$ cat config.mk
export PLATFORM = sky130hd
export DESIGN_NAME = prg_rx
export DESIGN_NICKNAME = d
export VERILOG_FILES = /design/src/rtl/prg_pkg.sv /design/src/rtl/prg_line_sync.sv /design/src/rtl/prg_entry_det.sv /design/src/rtl/prg_wr_timer.sv /design/src/rtl/prg_cfg_store.sv /design/src/rtl/prg_rx.sv
export SDC_FILE = /design/constraint.sdc
export NUM_CORES = 1
export LEC_CHECK = 0
export BUFFER_PORTS_ARGS = -buffer_cell sky130_fd_sc_hd__buf_2
export CAP_MARGIN = 20
export CORE_ASPECT_RATIO = 0.8
export CORE_MARGIN = 2
export CORE_UTILIZATION = 45
export DETAILED_ROUTE_END_ITERATION = 8
export PLACE_DENSITY = 0.62
export SYNTH_ARGS = -nofsm -noshare
export SYNTH_HDL_FRONTEND = slang
export SYNTH_SLANG_ARGS = --single-unit
$ cat constraint.sdc
create_clock -name clk -period 3.35 [get_ports clk]
set_clock_uncertainty 0.2 [all_clocks]
set_input_delay 0.335 -clock clk [delete_from_list [all_inputs] [get_ports clk]]
set_output_delay 0.335 -clock clk [all_outputs]
set_load 0.02 [all_outputs]
$ cat src/rtl/prg_pkg.sv
package prg_pkg;

    localparam int WORD_W = 16;

    typedef enum logic [2:0] {
        ST_IDLE,
        ST_SHIFT,
        ST_WAIT,
        ST_ACK,
        ST_VERIFY,
        ST_LOCK
    } rx_state_e;

    typedef struct packed {
        logic lvl;
        logic rise;
        logic fall;
    } line_ev_t;

    function automatic logic pair_ok(input logic [2*WORD_W-1:0] pair);
        return pair[2*WORD_W-1:WORD_W] == ~pair[WORD_W-1:0];
    endfunction

endpackage

$ cat src/rtl/prg_line_sync.sv
module prg_line_sync #(
    parameter int STAGES = 2
) (
    input  logic               clk,
    input  logic               rst,
    input  logic               din,
    output prg_pkg::line_ev_t  ev
);
    logic [STAGES-1:0] chain;
    logic              last;

    always_ff @(posedge clk) begin
        if (rst) begin
            chain <= '0;
            last  <= 1'b0;
        end else begin
            chain <= {chain[STAGES-2:0], din};
            last  <= chain[STAGES-1];
        end
    end

    assign ev.lvl  = chain[STAGES-1];
    assign ev.rise = chain[STAGES-1] & ~last;
    assign ev.fall = ~chain[STAGES-1] & last;
endmodule

$ cat src/rtl/prg_entry_det.sv
module prg_entry_det #(
    parameter int HOLD_CYC = 1_800_000
) (
    input  logic               clk,
    input  logic               rst,
    input  prg_pkg::line_ev_t  ck_ev,
    input  prg_pkg::line_ev_t  dat_ev,
    input  logic               btn_quiet,
    output logic               enter
);
    localparam int CW = $clog2(HOLD_CYC + 1);

    logic [CW-1:0] high_cnt;

    always_ff @(posedge clk) begin
        if (rst) begin
            high_cnt <= '0;
        end else if (!ck_ev.lvl) begin
            high_cnt <= '0;
        end else if (high_cnt != CW'(HOLD_CYC)) begin
            high_cnt <= high_cnt + 1'b1;
        end
    end

    assign enter = ck_ev.lvl && (high_cnt == CW'(HOLD_CYC)) && dat_ev.rise && btn_quiet;
endmodule

$ cat src/rtl/prg_wr_timer.sv
module prg_wr_timer #(
    parameter int WRITE_CYC = 6_000_000
) (
    input  logic clk,
    input  logic rst,
    input  logic start,
    output logic done
);
    localparam int CW = $clog2(WRITE_CYC + 1);

    logic          busy;
    logic [CW-1:0] cnt;

    always_ff @(posedge clk) begin
        if (rst) begin
            busy <= 1'b0;
            cnt  <= '0;
        end else if (start) begin
            busy <= 1'b1;
            cnt  <= '0;
        end else if (busy) begin
            if (cnt == CW'(WRITE_CYC - 1)) begin
                busy <= 1'b0;
            end else begin
                cnt <= cnt + 1'b1;
            end
        end
    end

    assign done = busy && (cnt == CW'(WRITE_CYC - 1));
endmodule

$ cat src/rtl/prg_cfg_store.sv
module prg_cfg_store #(
    parameter int WORD_W  = 16,
    parameter int N_WORDS = 12,
    parameter int IDX_W   = 4
) (
    input  logic                      clk,
    input  logic                      rst,
    input  logic                      we,
    input  logic                      bulk,
    input  logic [IDX_W-1:0]          idx,
    input  logic [WORD_W-1:0]         wdata,
    output logic [N_WORDS*WORD_W-1:0] image
);
    for (genvar k = 0; k < N_WORDS; k++) begin : g_word
        logic [WORD_W-1:0] word_q;

        always_ff @(posedge clk) begin
            if (rst) begin
                word_q <= '0;
            end else if (we && (idx == IDX_W'(k))) begin
                word_q <= wdata;
            end else if (we && bulk) begin
                word_q <= '0;
            end
        end

        assign image[k*WORD_W +: WORD_W] = word_q;
    end
endmodule

$ cat src/rtl/prg_rx.sv
module prg_rx #(
    parameter int N_WORDS     = 12,
    parameter int HOLD_CYC    = 1_800_000,
    parameter int WRITE_CYC   = 6_000_000,
    parameter int SYNC_STAGES = 2
) (
    input  logic                               clk,
    input  logic                               rst,
    input  logic                               ck_line,
    input  logic                               dat_in,
    input  logic [1:0]                         btn_in,
    output logic                               dat_out,
    output logic                               dat_oe,
    output logic                               err_flag,
    output logic [N_WORDS*prg_pkg::WORD_W-1:0] cfg_image
);
    import prg_pkg::*;

    localparam int W      = WORD_W;
    localparam int PAIR_W = 2 * W;
    localparam int BC_W   = $clog2(PAIR_W);
    localparam int IDX_W  = (N_WORDS > 1) ? $clog2(N_WORDS) : 1;
    localparam int IMG_W  = N_WORDS * W;
    localparam int RD_W   = $clog2(IMG_W + 1);

    logic [1:0] raw_lines;
    line_ev_t   line_ev [2];
    line_ev_t   ck_ev;
    line_ev_t   dat_ev;

    assign raw_lines = {dat_in, ck_line};

    for (genvar g = 0; g < 2; g++) begin : g_sync
        prg_line_sync #(.STAGES(SYNC_STAGES)) u_sync (
            .clk (clk),
            .rst (rst),
            .din (raw_lines[g]),
            .ev  (line_ev[g])
        );
    end

    assign ck_ev  = line_ev[0];
    assign dat_ev = line_ev[1];

    logic enter;

    prg_entry_det #(.HOLD_CYC(HOLD_CYC)) u_entry (
        .clk       (clk),
        .rst       (rst),
        .ck_ev     (ck_ev),
        .dat_ev    (dat_ev),
        .btn_quiet (btn_in == 2'b00),
        .enter     (enter)
    );

    rx_state_e         state;
    logic [BC_W-1:0]   bit_cnt;
    logic [PAIR_W-1:0] shreg;
    logic [PAIR_W-1:0] next_pair;
    logic [IDX_W-1:0]  word_idx;
    logic [RD_W-1:0]   rd_idx;
    logic [W-1:0]      pend_word;
    logic              last_bit;
    logic              wr_start;
    logic              wr_done;
    logic              st_we;

    assign next_pair = {dat_ev.lvl, shreg[PAIR_W-1:1]};
    assign last_bit  = (bit_cnt == BC_W'(PAIR_W - 1));
    assign wr_start  = (state == ST_SHIFT) && ck_ev.rise && last_bit && pair_ok(next_pair);
    assign st_we     = (state == ST_WAIT) && wr_done;

    prg_wr_timer #(.WRITE_CYC(WRITE_CYC)) u_timer (
        .clk   (clk),
        .rst   (rst),
        .start (wr_start),
        .done  (wr_done)
    );

    prg_cfg_store #(.WORD_W(W), .N_WORDS(N_WORDS), .IDX_W(IDX_W)) u_store (
        .clk   (clk),
        .rst   (rst),
        .we    (st_we),
        .bulk  (word_idx == '0),
        .idx   (word_idx),
        .wdata (pend_word),
        .image (cfg_image)
    );

    always_ff @(posedge clk) begin
        if (rst) begin
            state     <= ST_IDLE;
            bit_cnt   <= '0;
            shreg     <= '0;
            word_idx  <= '0;
            rd_idx    <= '0;
            pend_word <= '0;
            err_flag  <= 1'b0;
            dat_out   <= 1'b0;
            dat_oe    <= 1'b0;
        end else begin
            case (state)
                ST_IDLE: begin
                    if (enter) begin
                        state    <= ST_SHIFT;
                        bit_cnt  <= '0;
                        word_idx <= '0;
                    end
                end
                ST_SHIFT: begin
                    if (ck_ev.rise) begin
                        shreg <= next_pair;
                        if (last_bit) begin
                            bit_cnt <= '0;
                            if (pair_ok(next_pair)) begin
                                pend_word <= next_pair[W-1:0];
                                state     <= ST_WAIT;
                            end else begin
                                err_flag <= 1'b1;
                                state    <= ST_IDLE;
                            end
                        end else begin
                            bit_cnt <= bit_cnt + 1'b1;
                        end
                    end
                end
                ST_WAIT: begin
                    if (wr_done) begin
                        state   <= ST_ACK;
                        dat_oe  <= 1'b1;
                        dat_out <= 1'b1;
                    end
                end
                ST_ACK: begin
                    if (ck_ev.rise) begin
                        dat_oe  <= 1'b0;
                        dat_out <= 1'b0;
                        if (word_idx == IDX_W'(N_WORDS - 1)) begin
                            state  <= ST_VERIFY;
                            rd_idx <= '0;
                        end else begin
                            word_idx <= word_idx + 1'b1;
                            state    <= ST_SHIFT;
                        end
                    end
                end
                ST_VERIFY: begin
                    if (enter) begin
                        state   <= ST_LOCK;
                        dat_oe  <= 1'b0;
                        dat_out <= 1'b0;
                    end else if (ck_ev.fall) begin
                        if (rd_idx == RD_W'(IMG_W)) begin
                            state   <= ST_LOCK;
                            dat_oe  <= 1'b0;
                            dat_out <= 1'b0;
                        end else begin
                            dat_oe  <= 1'b1;
                            dat_out <= cfg_image[rd_idx];
                            rd_idx  <= rd_idx + 1'b1;
                        end
                    end
                end
                ST_LOCK: begin
                    state <= ST_LOCK;
                end
                default: state <= ST_IDLE;
            endcase
        end
    end
endmodule

### Yosys cells after proc, flatten, opt, wreduce, memory -nomap -nowiden

Cells that the tools add are included.

* $add $sub $neg: 5
* $lt $le $gt $ge: 1
* equal/unequal tests: 34
* muxes and demuxes: 52
* bitwise logic cells: 9
* reduce and logical (&&, ||, !) cells: 49

Operators by type and width (number)
* $mux 16: 12
* $mux 8: 5
* $reduce_bool 2->1: 14
* $mux 3: 9
* $add 23x1->23 const B: 1
* $eq 23x23->1 const B: 1
* $add 21x1->21 const B: 1
* $eq 21x21->1 const B: 1
* $ne 21x21->1 const B: 1
* $logic_and 1x1->1: 20
* $ne 2x2->1 const B: 10
* $pmux 3 s6: 1
* $eq 16x16->1: 1
* $eq 4x3->1 const B: 4
* $eq 4x4->1 const B: 4
* $not 16->16: 1
* $pmux 8 s2: 1
* $reduce_and 4->1: 4
* $mux 5: 3
* $mux 1: 12
* $mux 4: 3
* $pmux 5 s2: 1
* $lt 8x9->1 const B: 1
* $add 8x1->8 const B: 1
* 25 further kinds: 38

* bits in registers: 314
* input bits: 6
* output and inout port bits: 195
* word-level logic and storage cells: 178

### Depth between registers and ports, before layout

* word-level depth: 6
* gate-level depth with buffers: 11
* depth with buffers taken out: 9

### Modules after synthesis

A second synthesis with hierarchy kept.

* cells, all modules: 1472
* area total of the unflattened synthesis: 14430.1 sq um

By module, submodules not included
* prg_cfg_store: times used 1, cells an instance 671, area an instance 7046.8 sq um, sequential area each 3843.7 sq um
* prg_rx: times used 1, cells an instance 522, area an instance 4938.5 sq um, sequential area each 1401.3 sq um
* prg_wr_timer: times used 1, cells an instance 140, area an instance 1222.4 sq um, sequential area each 480.5 sq um
* prg_entry_det: times used 1, cells an instance 121, area an instance 1024.7 sq um, sequential area each 420.4 sq um
* prg_line_sync: times used 2, cells an instance 9, area an instance 98.8 sq um, sequential area each 60.1 sq um

### Worst setup path before layout

Ideal clock, no wire load.

* path type: flip-flop to flip-flop
* from: register rd_idx[0]
* to: register rd_idx[3]
* setup time: 119 ps
* arrival: 2455 ps
* required time: 3031 ps
* setup slack: 577 ps
* stages on the path, launching flop included: 12
* period minus slack after synthesis: 2773 ps
* cells stage by stage: dfxtp_1 > buf_2 > buf_2 > buf_2 > inv_2 > ha_1 > nand2_1 > o21ai_0 > o31ai_1 > nand4_1 > xnor2_1 > nor2_1

* longest elaborated chain between the ends: 5

RTL lines
* start, declared: RTL line prg_rx.sv:61 `logic [RD_W-1:0] rd_idx;`
* start signal, assigned: RTL line prg_rx.sv:160 `rd_idx <= rd_idx + 1'b1;`
* $add 8x1->8: RTL line prg_rx.sv:160
* $mux 8: RTL line prg_rx.sv:153 `if (rd_idx == RD_W'(IMG_W)) begin`
* $mux 8: RTL line prg_rx.sv:152 `end else if (ck_ev.fall) begin`
* $mux 8: RTL line prg_rx.sv:148 `if (enter) begin`
* $pmux 8 s2: RTL line prg_rx.sv:102 `case (state)`

Several ways; a longest one is shown, not always the timed one. The select of a mux whose other input is x is not followed.
A chain may end at the register's enable or synchronous reset.

### Worst setup path in the final report

* from: register rd_idx[0]
* to: register dat_out

* longest elaborated chain between the ends: 6

RTL lines
* $bmux 1 s8: RTL line prg_rx.sv:159 `dat_out <= cfg_image[rd_idx];`
* $mux 1 (implied by the code): RTL line prg_rx.sv:159
* $mux 1 *: RTL line prg_rx.sv:153
* $mux 1 *: RTL line prg_rx.sv:152
* $mux 1 *: RTL line prg_rx.sv:148
* $pmux 1 s3 *: RTL line prg_rx.sv:102
* end signal, assigned: RTL line prg_rx.sv:159
* end, declared: RTL line prg_rx.sv:12 `output logic dat_out,`

Every way passes the cells marked *; elsewhere a longest branch is shown, timed or not. The select of a mux whose other input is x is not followed.

==> metrics.md <==
| Metric | Value |
|---|---|
| Leakage power | ~6.1 nW |
| R2R depth | 7 |
| Footprint of the multi-input gates | 6350 um2 |
| Cell Pwr Density | 453 nW/um2 |
| Final Hold Fails | 0 |
| Post-synth EDFFs | 0 |
| Psw | approximately 1.5 mW |
| Register area | 6270 um2 |
| Final min period | just over 3000 ps |
| Ys async rst share | 0% |
| Final #Nets | ~1700 |
| Post-DP HPWL | between 20 and 30 mm |
| Mapped Cells | between 1000 and 1500 |
| VDD IR max | around 0.38 mV |
| Period utilization | 92.6% |
| Gr usage total | between 20% and 30% |
| Fin. max-slew vios | 0 |
| Post-route setup slack | around 250 ps |
| Vias per cell | 5.75 |
| CP Data Arrival Time | between 3000 and 4000 ps |
| Non-Filler Instances | 2067 |
| Initial DRC Count | 1139 |
| Syn Nets | around 1500 |
| Hold Buf Count CTS | 2 |
| CTS tree | yes |
| Wire per inst | 20.5 um |
| Final core utilization | 54.2% |
| Hold path cells | 4 |
| Slew headroom | between 30% and 40% |
| Initial antenna violation count | 0 |
| Layout cells sized above 1 | roughly a fifth |
| Final Power | just over 7 mW |
| DR pass1 iterations | 5 |
| Largest net degree at the start of global routing | 172 |
| Distinct cells, synth | 65 |
| Longest Clk Path Bufs | 3 |
| Final setup TNS | 0 ps |
| Clk pin slew, worst setup/hold paths | approximately 70 ps |
| Die width | approximately 200 um |
| Post-synthesis sequential area ratio | about 46% |
| Detail Route Antenna Nets | 0 |
| Die H | between 150 and 200 um |
| I/O pin cnt | 201 |
| Setup Buffers After CTS | 0 |
| Crit-path max FO | 10 |
| Fin area | 16000 um2 |
| Area grow syn2layout | 17.4% |
| RSZ-0062 raised after global routing | false |
| Critical path data required time | about 3700 ps |
| Total number of vias | ~12000 |
| Final setup violation count | 0 |
| Switch share | about a fifth |
| Worst-Skew Late Latency | around 570 ps |
| Reg power frac | 51.5% |
| Final wirelength | between 40 and 50 mm |
| Ys flop type | dfxtp_1 |
| DRC Markers | 0 |
| DP Area | 15000 um2 |
| Post-Syn Area | roughly 14000 um2 |
| Std cell rows | 56 |
| Startpoint types | register |
| CTS root buffer | clkbuf_16 |
| Status | finished clean |
| Clock group share of total power | a little under half |
| Diodes inserted | 0 |
| Worst Max-Slew Pin Slew | between 1000 and 1500 ps |
| P_int | ~5.7 mW |
| Max Cap Viol | 0 |
| PortBufs | 200 |
| RD Place Congestion | around 0.84 |
| Comb pwr share | under 10% |
| Worst hold slack | between 150 and 200 ps |
| Synth Register Bits | 313 |
| Core area | approximately 30000 um2 |
| H-tree Lvls | 1 |
| Commonest non-fill, non-tap cell in the layout | dfxtp_1 |
| Number of warnings issued by yosys | 0 |
| Die area | 31700 um2 |
| Commonest cells after routing, fill and taps aside | dfxtp_1 (311), buf_2 (199), nand2_1 (178) |
| Cts repair resizes | 0 |
| Hold Crit Class | input port to register |
| Fill cells | 2678 |
| Number of global-route vias before repair | approximately 11000 |
| Starting Density | roughly 46% |
| Critical Path End Type | register |
| Fmax | about 320 MHz |
| CP Class | register to register |
| Avg Synthesized Cell Area | ~9.3 um2 |
| TritonCTS Sinks | around 310 |
| CTS buffer count | 31 |
| Placed cells | around 2000 |
| Total global routing overflow | 0 |
| Dpl ws | approximately 350 ps |
| First-pass GRT wire length | 64.4 mm |
==> registers in the layout, summed over array words and instances, names as in the netlist, 3 cells and up <==
signal	flops
u_timer.cnt	23
bit_cnt	5
word_idx	4
u_entry.high_cnt	21
shreg	31
g_sync.u_sync.chain	4
rd_idx	8
u_store.g_word.word_q	192
pend_word	16
state	3
==> power groups by stage <==
stage                     Combinational (mW)  Sequential [mW]  Clock [mW]
after floorplan                       0.0556             3.81           0
after global placement                0.0764             3.81           0
after detailed placement              0.0762             3.81           0
after CTS                             0.0778             3.73        3.47
after global routing                  0.0846             3.72        3.63
final                                 0.0787             3.73        3.43
==> critical path: stages (launching register included) <==
cell and delay, ps:
dfxtp_2 580, buf_4 290, mux4_2 520, o211a_1 210
a211oi_1 330, o21ai_0 240, a221oi_1 480, a21bo_2 200
==> logic make-up (layout without fill, tap and decap cells) <==
logic type | after synthesis | after routing | share of synthesized area [%]
flops | 313 | 313 | 46.1
mux | 93 | 93 | 10.8
xor+xnor | 64 | 64 | 4.12
fa+ha+maj | 11 | 11 | 1.01
compound gates | 270 | 270 | 14.5
buf+inv | 245 | 436 | 7.32
simple gates | 474 | 474 | 16.1
==> cell type report <==
cell class	instances	area share, %
timing repair buffer	234	8.17
inverter	147	3.45
tap	406	3.18
clock inverter	4	0.164
clock buffer	51	6.08
multi-input combinational	912	39.7
sequential	313	39.2
==> per-layer routing <==
metal  GRT usage, %  routed length [um]  vias to the layer above
li1               -                   -                     5550
met1           39.6               19700                     5739
met2           37.7               18000                      531
met3           5.17                3850                       64
met4           5.26                 780                        0
met5              0                   0                        -
==> path summary, 6_finish.rpt <==
| kind | start | end | slack, ps |
|---|---|---|---|
| min | btn_in[0] | word_idx[2] | 170 |
| max | rd_idx[0] | dat_out | 250 |
| min reg2reg | g_sync[1].u_sync.chain[0] | g_sync[1].u_sync.chain[1] | 240 |
| max reg2reg | rd_idx[0] | dat_out | 250 |
==> cells in the mapped netlist, drive strengths merged (2+ instances only) <==
| library cell | count | area, um2 |
|---|---|---|
| and3 | 11 | 68.8 |
| nand2b | 4 | 27.5 |
| a211oi | 5 | 37.5 |
| a32oi | 2 | 17.5 |
| nand2 | 183 | 699 |
| nor3 | 16 | 85.1 |
| mux2 | 2 | 22.5 |
| or3 | 4 | 25.0 |
| inv | 147 | 552 |
| nand3 | 67 | 335 |
| nor4b | 3 | 26.3 |
| and4 | 5 | 43.8 |
| nor2b | 12 | 75.1 |
| nand3b | 8 | 60.1 |
| a311oi | 2 | 17.5 |
| buf | 37 | 215 |
| a22oi | 23 | 173 |
| o21ai | 10 | 50.1 |
| dfxtp | 313 | 6270 |
| nor4bb | 2 | 20.0 |
| xor2 | 54 | 473 |
| nor3b | 2 | 26.3 |
| mux2i | 48 | 480 |
| nand4 | 16 | 106 |
| o211ai | 2 | 15.0 |
| a21bo | 3 | 30.0 |
| nor2 | 123 | 462 |
| clkbuf | 61 | 229 |
| nand4b | 3 | 26.3 |
| or2 | 2 | 12.5 |
| o22ai | 2 | 12.5 |
| nor4 | 6 | 37.5 |
| a21oi | 79 | 395 |
| xnor2 | 10 | 87.6 |
| a31oi | 4 | 25.0 |
| o32ai | 128 | 1120 |
| ha | 11 | 138 |
| mux4 | 43 | 968 |
Power figures use the tool's default switching activity.
